`config.mk`:
```
export PLATFORM = sky130hd
export DESIGN_NAME = supv_reset_wdog
export DESIGN_NICKNAME = d
export VERILOG_FILES = /design/src/rtl/srw_pkg.sv /design/src/rtl/srw_tick.sv /design/src/rtl/srw_hold.sv /design/src/rtl/srw_wdog.sv /design/src/rtl/supv_reset_wdog.sv
export SDC_FILE = /design/constraint.sdc
export NUM_CORES = 1
export LEC_CHECK = 0
export BUFFER_PORTS_ARGS = -buffer_cell sky130_fd_sc_hd__buf_2
export CORE_UTILIZATION = 50
export CTS_BUF_LIST = sky130_fd_sc_hd__clkbuf_4 sky130_fd_sc_hd__clkbuf_8 sky130_fd_sc_hd__clkbuf_16
export DETAILED_ROUTE_END_ITERATION = 8
export PLACE_DENSITY = 0.67
export SYNTH_ARGS = -nofsm -noshare
export SYNTH_HDL_FRONTEND = slang
export SYNTH_SLANG_ARGS = --single-unit
```
`constraint.sdc`:
```
create_clock -name clk -period 3.9 [get_ports clk]
set_input_delay 1.17 -clock clk [delete_from_list [all_inputs] [get_ports clk]]
set_output_delay 1.17 -clock clk [all_outputs]
set_load 0.005 [all_outputs]
```
`src/rtl/srw_pkg.sv`:
```
package srw_pkg;
  typedef enum logic [1:0] {
    WD_SLOW = 2'b00,
    WD_MID  = 2'b01,
    WD_FAST = 2'b10,
    WD_OFF  = 2'b11
  } wd_code_e;
endpackage

```
`src/rtl/srw_tick.sv`:
```
module srw_tick #(
  parameter int TICKS_PER_MS = 1000
) (
  input  logic clk,
  input  logic rst_n,
  output logic tick
);
  localparam int TW = (TICKS_PER_MS > 1) ? $clog2(TICKS_PER_MS) : 1;
  localparam logic [TW-1:0] LAST = TW'(TICKS_PER_MS - 1);

  logic [TW-1:0] div_q;

  assign tick = (div_q == LAST);

  always_ff @(posedge clk or negedge rst_n) begin
    if (!rst_n)    div_q <= '0;
    else if (tick) div_q <= '0;
    else           div_q <= div_q + TW'(1);
  end
endmodule

```
`src/rtl/srw_hold.sv`:
```
module srw_hold #(
  parameter int HOLD_MS = 200
) (
  input  logic clk,
  input  logic rst_n,
  input  logic tick,
  input  logic supply_ok,
  input  logic wd_fire,
  output logic in_reset
);
  localparam int CW = $clog2(HOLD_MS + 1);
  localparam logic [CW-1:0] LAST = CW'(HOLD_MS - 1);

  logic [CW-1:0] hold_q;

  always_ff @(posedge clk or negedge rst_n) begin
    if (!rst_n) begin
      in_reset <= 1'b1;
      hold_q   <= '0;
    end else if (!supply_ok || wd_fire) begin
      in_reset <= 1'b1;
      hold_q   <= '0;
    end else if (in_reset && tick) begin
      if (hold_q == LAST) begin
        in_reset <= 1'b0;
        hold_q   <= '0;
      end else begin
        hold_q <= hold_q + CW'(1);
      end
    end
  end

  AST_SUPPLY_LOW_RESET: assert property (@(posedge clk) disable iff (!rst_n)
    !supply_ok |=> in_reset);

  AST_RELEASE_NEEDS_SUPPLY: assert property (@(posedge clk) disable iff (!rst_n)
    $fell(in_reset) |-> $past(supply_ok));

  AST_HOLD_BOUND: assert property (@(posedge clk) disable iff (!rst_n)
    hold_q < CW'(HOLD_MS));
endmodule

```
`src/rtl/srw_wdog.sv`:
```
module srw_wdog
  import srw_pkg::*;
#(
  parameter int SLOW_MS = 1400,
  parameter int MID_MS  = 600,
  parameter int FAST_MS = 200
) (
  input  logic       clk,
  input  logic       rst_n,
  input  logic       tick,
  input  logic       in_reset,
  input  logic       wdi,
  input  logic [1:0] wd_sel,
  output logic       fire
);
  localparam int MAXP = (SLOW_MS > MID_MS) ? ((SLOW_MS > FAST_MS) ? SLOW_MS : FAST_MS)
                                           : ((MID_MS > FAST_MS) ? MID_MS : FAST_MS);
  localparam int WW = $clog2(MAXP + 1);

  wd_code_e      per_q;
  logic [WW-1:0] cnt_q;
  logic [WW-1:0] limit;
  logic          wdi_q;
  logic          kick;
  logic          enabled;

  always_comb begin
    unique case (per_q)
      WD_SLOW: limit = WW'(SLOW_MS);
      WD_MID:  limit = WW'(MID_MS);
      WD_FAST: limit = WW'(FAST_MS);
      default: limit = '0;
    endcase
  end

  assign enabled = (per_q != WD_OFF);
  assign kick    = wdi_q && !wdi;
  assign fire    = enabled && !in_reset && !kick && tick && (cnt_q == limit - WW'(1));

  always_ff @(posedge clk or negedge rst_n) begin
    if (!rst_n) begin
      wdi_q <= 1'b1;
      cnt_q <= '0;
      per_q <= WD_OFF;
    end else begin
      wdi_q <= wdi;
      if (in_reset || kick) begin
        cnt_q <= '0;
        per_q <= wd_code_e'(wd_sel);
      end else if (enabled && tick) begin
        cnt_q <= cnt_q + WW'(1);
      end
    end
  end

  AST_HELD_IN_RESET: assert property (@(posedge clk) disable iff (!rst_n)
    in_reset |=> (cnt_q == '0));

  AST_NO_FIRE_DISABLED: assert property (@(posedge clk) disable iff (!rst_n)
    (per_q == WD_OFF) |-> !fire);

  AST_KICK_CLEARS: assert property (@(posedge clk) disable iff (!rst_n)
    (kick && !in_reset) |=> (cnt_q == '0));
endmodule

```
`src/rtl/supv_reset_wdog.sv`:
```
module supv_reset_wdog #(
  parameter int TICKS_PER_MS = 1000,
  parameter int HOLD_MS      = 200,
  parameter int SLOW_MS      = 1400,
  parameter int MID_MS       = 600,
  parameter int FAST_MS      = 200,
  parameter bit ACTIVE_LOW   = 1'b1
) (
  input  logic       clk,
  input  logic       rst_n,
  input  logic       supply_ok,
  input  logic       wdi_cs,
  input  logic [1:0] wd_sel,
  output logic       reset_out,
  output logic       busy
);
  logic tick;
  logic in_reset;
  logic wd_fire;

  srw_tick #(.TICKS_PER_MS(TICKS_PER_MS)) u_tick (
    .clk(clk), .rst_n(rst_n), .tick(tick)
  );

  srw_hold #(.HOLD_MS(HOLD_MS)) u_hold (
    .clk(clk), .rst_n(rst_n), .tick(tick), .supply_ok(supply_ok),
    .wd_fire(wd_fire), .in_reset(in_reset)
  );

  srw_wdog #(.SLOW_MS(SLOW_MS), .MID_MS(MID_MS), .FAST_MS(FAST_MS)) u_wdog (
    .clk(clk), .rst_n(rst_n), .tick(tick), .in_reset(in_reset),
    .wdi(wdi_cs), .wd_sel(wd_sel), .fire(wd_fire)
  );

  generate
    if (ACTIVE_LOW) begin : g_low
      assign reset_out = ~in_reset;
    end else begin : g_high
      assign reset_out = in_reset;
    end
  endgenerate

  assign busy = in_reset;

  AST_FIRE_TO_RESET: assert property (@(posedge clk) disable iff (!rst_n)
    wd_fire |=> busy);
endmodule

```
==> reports/qor.yml <==
status:
  outcome: "finished, final reports clean"
critical_path:
  critPathMaxStageDelay_ps: 570
  crit_required_ps: 4180
  cp-start-kind: "primary input"
  cp_slowest_cell: "o41ai_4"
  cp_max_fo: 16
  reg2reg_depth: 6
  timing.rr.end: "u_hold.in_reset"
  critPathCaptureType: "flip-flop"
  r2r_start: "u_tick.div_q[0]"
  crit_cells: 5
  critPathLaunch: "wdi_cs"
  path_buf_inv: 1
  rrSetupSlack_ps: 1610
  endpoint: "u_hold.in_reset"
  critPathArrivalTime_ps: 2870
  crit_chain: "buf_2, o21ai_1, or3_1, o41ai_4, or2_1"
  cp_top_family: "compound AO/OA/AOI/OAI gates"
  path_class: "in2reg"
finish:
  layout_commonest_cell: "dfrtp_1"
  diodes: 0
  drive_gt1_frac: 0.132
  layout_common_cells: "dfrtp_1, nor2_1, nand2_1, xor2_1, nand3_1"
  finalNetCount: 201
  synthToLayoutAreaGrowth_pct: 8.86
die:
  rows: 21
  io_pins: 8
  die_h_um: 61.2
  core_mm2: 0.00334
  die_area_mm2: 0.00374
  die_width_um: 61.2
  start_util: 0.525
timing:
  clock.fmax_mhz: 386
  layout_min_cycle_time_ps: 2590
  relSlewSlack: 0.325
  setup-tns-final_ps: 0
  skew_ps: 7.86
  rsz0062_at_grt: "false"
  tightest_slew_ps: 1010
  finalMaxSlewViolations: 0
  setup-violations-final: 0
  fin_crit_sh: 0.664
  finalHoldViolCount: 0
min_path:
  hold_class: "reg2reg"
synth:
  synth_area_mm2: 0.00175
  yosysTopAreaCell: "dfrtp_1"
  syn-num-nets: 189
  seq_area_frac_synth: 0.475
  ys_ff_latch: 33
  yosysUniqueCellTypes: 33
  yosys.area.top_type_share: 0.415
  syn_inst: 176
  synth_area_per_cell_um2: 9.95
  synthTopCellsByArea: "dfrtp_1, xor2_1, dfstp_2"
  yosys_warnings: 0
clock_network:
  cts.clk_slew.worst_paths_ps: 90
  clock_path_buffers: 2
  cts_inserted_buffers: 5
  cts_tree: "done"
  insertion_delay_ps: 340
  root_buffer: "clkbuf_4"
  htreeDepth: 2
  cts.repair.resized: 0
  cts_setup_buffers: 0
  ctsHoldBuffers: 0
  clock_sinks: 33
power:
  pwr-share-comb: 0.039
  p_seq_frac: 0.595
  p_clk_frac: 0.366
  intPower_mw: 0.455
  power.total_mw: 0.582
  power.leakage_nw: 0.818
  ir_worst_vdd_v: 0.000267
  switchingPower_mw: 0.127
  pwr_density_cell_mw_per_mm2: 306
  swShare: 0.219
global_route:
  antenna_found_initial: 0
  gr-total-overflow: 0
  grt_util_met3: 0.0441
  grt_use_total: 0.215
  grt_pass1_wl_um: 5780
  met1_usage: 0.252
  grt_use_met2: 0.370
  grt_max_degree: 34
  grt_pass1_vias: 1339
  grt_busiest_layer: "met2"
routing:
  wl_um: 3310
  wl_per_cell_um: 14.1
  ant_nets: 0
  drt_pass1_iterations: 4
  avgViaCountPerCell: 5.59
  drt_iter0_drc: 65
  vias: 1314
  drc: 0
placed_design:
  gp_congestion: 0.767
  port_buffers: 7
  hpwl_um: 2370
run:
  drv_cap: 0
routing by layer:
| metal | up-vias | routed length, µm | part of all wire |
|---|---|---|---|
| met5 | - | 0 | 0 |
| met4 | 0 | 68 | 0.021 |
| met3 | 7 | 139 | 0.042 |
| met2 | 23 | 1670 | 0.51 |
| met1 | 643 | 1430 | 0.43 |
| li1 | 641 | - | - |
cell families (layout without fill, tap and decap cells):
group | Yosys count | in the layout | synth area share
mux | 2 | 2 | 0.0114
buf+inv | 7 | 20 | 0.0150
fa+ha+maj | 7 | 7 | 0.0500
xor+xnor | 19 | 19 | 0.0951
simple gates | 87 | 87 | 0.277
compound gates | 21 | 21 | 0.0772
flops | 33 | 33 | 0.475
state kept, by name (all words and copies together), names as in the netlist:
signal           flops
u_hold.in_reset      1
u_hold.hold_q        8
u_wdog.per_q         2
u_tick.div_q        10
u_wdog.cnt_q        11
u_wdog.wdi_q         1
Yosys cell counts (all sizes together):
library cell,instances
dfrtp,29
nor2,24
nand2,16
xor2,14
nand3,12
o21ai,10
a21oi,7
ha,7
nand4,6
nor4,5
or3,5
xnor2,5
and3,4
dfstp,4
inv,4
and2,3
and4,3
clkbuf,3
mux2i,2
nand4b,2
nor2b,2
nor3,2
a311oi,1
a31oi,1
nand4bb,1
o211ai,1
o41ai,1
or2,1
or4,1
final cells by class:
class	instances	area, µm²
well taps	46	57.6
multi-input cells	136	893
inverters	4	15.0
repair buffers	8	42.5
fillers	322	1430
flip-flops and latches	33	831
clock buffers	8	66.3
per-stage QoR:
step	worst slack (ps)	area [µm²]	hold slack (ps)	utilization	instances
2_1_floorplan	1480	1750	448	-	176
3_3_place_gp	987	1840	474	0.551	227
3_5_place_dp	922	1840	475	0.551	227
4_1_cts	1290	1910	488	0.571	235
5_1_grt	1140	1910	522	0.571	235
6_report	1310	1910	486	0.571	235
how the worst min path moves through the flow:
stage	start	endpoint	depth (start not counted)
2_1_floorplan	u_tick.div_q[0]	u_tick.div_q[0]	1
3_3_place_gp	u_tick.div_q[0]	u_tick.div_q[0]	1
3_5_place_dp	u_tick.div_q[0]	u_tick.div_q[0]	1
4_1_cts	u_tick.div_q[0]	u_tick.div_q[0]	1
5_1_grt	u_tick.div_q[0]	u_tick.div_q[0]	1
6_report	u_tick.div_q[0]	u_tick.div_q[0]	1
power groups by stage:
stage | clock [mW] | combinational (mW) | sequential (mW)
floorplan | 0 | 0.0107 | 0.353
global placement | 0 | 0.0225 | 0.353
detailed placement | 0 | 0.0234 | 0.353
CTS | 0.220 | 0.0235 | 0.346
global route | 0.231 | 0.0262 | 0.347
finish | 0.213 | 0.0227 | 0.346
No activity file was read; power rests on OpenSTA's default activity.
